`src/rtl/dcf_pkg.sv`:
```
`timescale 1ns/1ps
package dcf_pkg;
  localparam int unsigned NUM_OUT  = 9;
  localparam int unsigned NUM_PINS = 6;
  localparam int unsigned BYTE_W   = 8;

  // hardware pin feeding each output
  function automatic int unsigned pin_of(input int unsigned o);
    case (o)
      0: return 0;
      1: return 1;
      2: return 2;
      3: return 3;
      4, 5: return 4;
      default: return 5;
    endcase
  endfunction

  // register byte holding each output's control bit
  function automatic int unsigned byte_of(input int unsigned o);
    case (o)
      0, 1, 4, 5: return 1;
      default: return 2;
    endcase
  endfunction

  function automatic int unsigned bit_of(input int unsigned o);
    case (o)
      0: return 4;
      1: return 2;
      2: return 1;
      3: return 0;
      4: return 7;
      5: return 6;
      6: return 5;
      7: return 4;
      default: return 3;
    endcase
  endfunction
endpackage

```
`src/rtl/dcf_sync.sv`:
```
`timescale 1ns/1ps
module dcf_sync #(
  parameter int unsigned W      = 1,
  parameter int unsigned STAGES = 2,
  parameter logic        RST_V  = 1'b0
) (
  input  logic         clk_i,
  input  logic         rst_ni,
  input  logic [W-1:0] d_i,
  output logic [W-1:0] q_o
);
  logic [W-1:0] stage_q [STAGES];

  always_ff @(posedge clk_i or negedge rst_ni) begin
    if (!rst_ni) stage_q[0] <= {W{RST_V}};
    else         stage_q[0] <= d_i;
  end

  for (genvar s = 1; s < STAGES; s++) begin : g_stage
    always_ff @(posedge clk_i or negedge rst_ni) begin
      if (!rst_ni) stage_q[s] <= {W{RST_V}};
      else         stage_q[s] <= stage_q[s-1];
    end
  end

  assign q_o = stage_q[STAGES-1];
endmodule

```
`src/rtl/dcf_regs.sv`:
```
`timescale 1ns/1ps
module dcf_regs
  import dcf_pkg::*;
#(
  parameter int unsigned N_REGS = 3,
  parameter int unsigned ADDR_W = 2
) (
  input  logic              clk_i,
  input  logic              rst_ni,
  input  logic              we_i,
  input  logic [ADDR_W-1:0] addr_i,
  input  logic [BYTE_W-1:0] wdata_i,
  output logic [BYTE_W-1:0] rdata_o,
  output logic [NUM_OUT-1:0] ctrl_o
);
  logic [BYTE_W-1:0] regs_q [N_REGS];
  logic              addr_ok;

  assign addr_ok = 32'(addr_i) < N_REGS;

  for (genvar r = 0; r < N_REGS; r++) begin : g_reg
    always_ff @(posedge clk_i or negedge rst_ni) begin
      if (!rst_ni)                             regs_q[r] <= '1;
      else if (we_i && 32'(addr_i) == r)       regs_q[r] <= wdata_i;
    end
  end

  always_comb begin
    rdata_o = '0;
    for (int r = 0; r < N_REGS; r++)
      if (32'(addr_i) == r) rdata_o = regs_q[r];
  end

  for (genvar o = 0; o < NUM_OUT; o++) begin : g_map
    assign ctrl_o[o] = regs_q[byte_of(o)][bit_of(o)];
  end

  // a completed write is visible on the read port while the address holds
  p_write_reads_back_r3: assert property (@(posedge clk_i) disable iff (!rst_ni)
    ($past(we_i && addr_ok) && addr_i == $past(addr_i)) |-> rdata_o == $past(wdata_i));
endmodule

```
`src/rtl/dcf_gate.sv`:
```
`timescale 1ns/1ps
module dcf_gate (
  input  logic clk_i,
  input  logic rst_ni,
  input  logic en_i,
  output logic open_o,
  output logic t_o,
  output logic c_o
);
  logic gate_t_q, gate_c_q;

  // true-leg gate moves only while clk is low
  always_ff @(negedge clk_i or negedge rst_ni) begin
    if (!rst_ni) gate_t_q <= 1'b0;
    else         gate_t_q <= en_i;
  end

  // complement gate trails by half a period, moving only while ~clk is low
  always_ff @(posedge clk_i or negedge rst_ni) begin
    if (!rst_ni) gate_c_q <= 1'b0;
    else         gate_c_q <= gate_t_q;
  end

  assign t_o    = clk_i & gate_t_q;
  assign c_o    = ~clk_i & gate_c_q;
  assign open_o = gate_t_q;

  // the complement leg closes after the true leg, finishing its phase
  p_c_closes_after_t_r5: assert property (@(posedge clk_i) disable iff (!rst_ni)
    $fell(gate_t_q) |-> gate_c_q);
endmodule

```
`src/rtl/diff_clk_fanout.sv`:
```
`timescale 1ns/1ps
module diff_clk_fanout
  import dcf_pkg::*;
#(
  parameter int unsigned SYNC_STAGES = 2,
  parameter int unsigned N_REGS      = 3,
  parameter int unsigned ADDR_W      = 2
) (
  input  logic              clk_i,
  input  logic              rst_ni,
  input  logic              pwrgd_pd_i,
  input  logic [5:0]        oe_pin_i,
  input  logic              reg_we_i,
  input  logic [ADDR_W-1:0] reg_addr_i,
  input  logic [7:0]        reg_wdata_i,
  output logic [7:0]        reg_rdata_o,
  output logic [8:0]        clk_t_o,
  output logic [8:0]        clk_c_o
);
  logic [NUM_PINS-1:0] pin_s;
  logic                pwr_s;
  logic                seen_q;
  logic                pwr_ok;
  logic [NUM_OUT-1:0]  ctrl;
  logic [NUM_OUT-1:0]  en_vec;
  logic [NUM_OUT-1:0]  gate_open;

  dcf_sync #(.W(NUM_PINS), .STAGES(SYNC_STAGES), .RST_V(1'b1)) u_pin_sync (
    .clk_i (clk_i), .rst_ni(rst_ni), .d_i(oe_pin_i), .q_o(pin_s)
  );

  dcf_sync #(.W(1), .STAGES(SYNC_STAGES), .RST_V(1'b0)) u_pwr_sync (
    .clk_i (clk_i), .rst_ni(rst_ni), .d_i(pwrgd_pd_i), .q_o(pwr_s)
  );

  // first power-good arms the block; afterwards the pin is a live power-down
  always_ff @(posedge clk_i or negedge rst_ni) begin
    if (!rst_ni)    seen_q <= 1'b0;
    else if (pwr_s) seen_q <= 1'b1;
  end

  assign pwr_ok = pwr_s & seen_q;

  dcf_regs #(.N_REGS(N_REGS), .ADDR_W(ADDR_W)) u_regs (
    .clk_i  (clk_i),
    .rst_ni (rst_ni),
    .we_i   (reg_we_i),
    .addr_i (reg_addr_i),
    .wdata_i(reg_wdata_i),
    .rdata_o(reg_rdata_o),
    .ctrl_o (ctrl)
  );

  for (genvar o = 0; o < NUM_OUT; o++) begin : g_out
    assign en_vec[o] = pin_s[pin_of(o)] & ctrl[o] & pwr_ok;

    dcf_gate u_gate (
      .clk_i (clk_i),
      .rst_ni(rst_ni),
      .en_i  (en_vec[o]),
      .open_o(gate_open[o]),
      .t_o   (clk_t_o[o]),
      .c_o   (clk_c_o[o])
    );
  end

  // each true gate reflects the combined enable of the preceding cycle
  p_gate_tracks_en_r1: assert property (@(posedge clk_i) disable iff (!rst_ni)
    gate_open == en_vec);

  // no gate is open while power is not good
  p_pd_parks_r8: assert property (@(posedge clk_i) disable iff (!rst_ni)
    !pwr_ok |-> gate_open == '0);

  // once armed, the block stays armed until reset
  p_seen_sticky_r8: assert property (@(posedge clk_i) disable iff (!rst_ni)
    seen_q |=> seen_q);
endmodule

```
`config.mk`:
```
export PLATFORM = sky130hd
export DESIGN_NAME = diff_clk_fanout
export DESIGN_NICKNAME = d
export VERILOG_FILES = /design/src/rtl/dcf_pkg.sv /design/src/rtl/dcf_sync.sv /design/src/rtl/dcf_regs.sv /design/src/rtl/dcf_gate.sv /design/src/rtl/diff_clk_fanout.sv
export SDC_FILE = /design/constraint.sdc
export NUM_CORES = 1
export LEC_CHECK = 0
export ABC_AREA = 1
export BUFFER_PORTS_ARGS = -buffer_cell sky130_fd_sc_hd__buf_2
export CAP_MARGIN = 20
export CORE_ASPECT_RATIO = 0.75
export CORE_MARGIN = 4
export CORE_UTILIZATION = 40
export DETAILED_ROUTE_END_ITERATION = 16
export PLACE_DENSITY = 0.73
export SETUP_SLACK_MARGIN = 0.1
export SYNTH_ARGS = -nofsm -noshare
export SYNTH_HDL_FRONTEND = slang
export SYNTH_SLANG_ARGS = --single-unit
```
`constraint.sdc`:
```
create_clock -name clk_i -period 1.1 [get_ports clk_i]
set_input_delay 0 -clock clk_i [delete_from_list [all_inputs] [get_ports clk_i]]
set_output_delay 0 -clock clk_i [all_outputs]
set_load 0.03 [all_outputs]
```
==> reports/metrics.cfg <==
[clock_network]
path_clk_slew_ns=0.07
clk-insertion-delay-late_ns=0.45
cts_tree=done

[sta]
hold_viol=0
setup_viol=48
skew_ns=0.004087
tightest_slew_ns=0.4589
setup_ws_ns=-0.5994
rsz0062_at_grt=yes
relSlewSlack_pct=69.41
fin_hold_ws_ns=0.02618
maxSlewViolCount=0

[finish]
nets=364
antenna_cells=0
utilization_pct=66.32
areaGrowthSynthToFinish_pct=59.34
final_layout_size_suffix_gt1_share_pct=55.81

[floorplan]
core.rowCount=24
die-area_um2=7419
initial_core_util_pct=41.62
die_w_um=98.14
die_y_um=75.60
core_region_area_um2=5856
pin_count=46

[pwr]
leakage_nw=1.861
p_total_w=0.008032
vdd_drop_max_mv=0.8566
p_per_area_nw_per_um2=2068

[yosys]
ys_ff_latch=57
yosys.area.top_type=dfstp_2
syn_avg_cell_area_um2=9.634
yosysTopAreaCellShare_pct=38.81
yosysMostFrequentCell=nand2_1
syn_nets=273
synth_area_leaders=dfstp_2 39%, dfrtp_1 12%, nand2_1 12%
yosys_warnings=0
synthDistinctLibCells=16
synth-seq-area-share_pct=60.37
async_reset_ff_share_pct=100.0
netlist_instances=253
synth-edff-count=0
synth_flop_cell=dfstp_2
netlist_area_um2=2437
synth_common_cells=75 x nand2_1, 36 x dfstp_2, 32 x nand3_1

[placed_design]
io_buffers=45
place.gp.congestion=0.8477
dp_hpwl_um=3263

[setup_path]
startpoint_type=flop
crit_fanout=2
crit_type=flop to primary output
cp.arrival_ns=1.70
rr_startpoint=u_pwr_sync.q_o$_DFF_PN0_
crit_start=g_out[1].u_gate.open_o$_DFF_NN0_
worstPathRequired_ns=1.10
end_kind=primary output

[grt]
grt_pass1_wl_um=10050
grt_max_degree=22
grt.overflow.total=0
antenna_found_initial=0
grt_pass1_vias=2406
grt.total_usage_pct=18.37

[routing]
wl_per_cell_um=14.35
drt-pass1-iter-count=4
ant_nets=0
drt-initial-drc-count=123
routed_wirelength_um=6185
vias=2116
post-route-drc-count=0
via_per_inst=4.910

[min_path]
hold_class=input pin to async pin

[outcome]
violations=negative setup slack
outcome=finished with violations

[job]
drv_cap=0

[stage by stage]
stage	worst slack, ns	instance area [um2]	TNS [ns]	std cells
detailed placement	-0.1956	2646	-2.630	361
global route	-0.6705	3884	-11.32	431
floorplan	-0.1394	2490	-1.669	253
global placement	-0.1777	2646	-2.441	361
finish	-0.5994	3884	-9.766	431
CTS	-0.5968	3760	-9.969	426
[cells in the final DEF, fill, tap and decap left out]
master	netlist	routed
dfrtn_1	9	9
clkinv_4	0	1
dfrtp_2	0	2
nand2_1	75	70
clkbuf_8	0	13
nor2_1	18	4
dlygate4sd3_1	0	25
clkinv_2	0	4
clkbuf_1	0	2
clkbuf_16	0	6
dfrtp_1	12	10
inv_1	18	5
dfstp_2	36	36
nand3_1	32	15
buf_4	19	17
inv_2	2	15
nand4_1	16	16
nor2_2	0	5
buf_8	0	2
buf_2	6	18
nor2_4	0	9
nand2_4	0	2
bufinv_16	0	1
nand3_4	0	5
nor2_8	1	1
nand3_2	2	14
buf_6	5	40
nand2_2	1	5
or2_2	1	1
[kinds of logic after synthesis]
logic type	share of synthesized area [%]
AND/OR/NAND/NOR	27.16
flip-flops	60.37
buffers and inverters	12.47
[layer usage]
metal  part of all wire (%)  global-route usage [%]  wire [um]
met1                     40                   18.38       2445
met4                    4.0                   20.76        249
met2                     48                   24.66       2970
met3                    8.4                   11.89        520
met5                      0                       0          0
[flip-flops by register name (all words and copies together), names as in the netlist]
signal and cells:
u_regs.regs_q 15, u_pwr_sync.stage_q 1, u_pin_sync.q_o 6, seen_q 1
u_pin_sync.stage_q 6, g_out.u_gate.gate_c_q 9, g_out.u_gate.open_o 9, u_regs.ctrl_o 9
u_pwr_sync.q_o 1
[worst paths after layout]
path                            cells past startpoint                                 end  slack, ns
worst max-delay path                                3                          clk_t_o[1]      -0.60
worst min-delay path                                2  g_out[1].u_gate.gate_c_q$_DFF_PN0_       0.03
worst max register to register                      2    g_out[5].u_gate.open_o$_DFF_NN0_      -0.21
worst min register to register                      0         u_pin_sync.q_o[0]$_DFF_PN1_       0.35
max in group asynchronous                           2    g_out[2].u_gate.open_o$_DFF_NN0_       0.29
min in group clk_i                                  4       u_regs.regs_q[21]$_DFFE_PN1P_       0.03
[repair_timing]
item	4_1_cts	5_1_grt
endpoints found under the setup margin	62	65
endpoints found under the hold margin	58	3
cloned	0	1
pin swaps	12	13
setup buffers	10	6
resized for setup	108	26
hold buffers	26	2
[worst max-delay path: stages, from the launching register on]
cell	delay (ns)
dfrtn_1	0.42
nand2_1	0.07
inv_1	0.07
buf_6	0.13
[area by class of cell]
type	count	area (um2)
fill	452	1972
sequential	57	1474
multi-input combinational	147	893.4
timing repair buffer	82	715.7
clock buffer	41	569.3
tap	78	97.59
clock inverter	15	92.59
inverter	11	41.29
[report_power, final]
group	switching [W]	leakage, nW	internal [W]
Combinational	0.000519	0.776	0.000500
Clock	0.00177	0.431	0.00269
Sequential	0.000122	0.654	0.00243
Total	0.00242	1.86	0.00562
(Power assumes the default switching activity.)
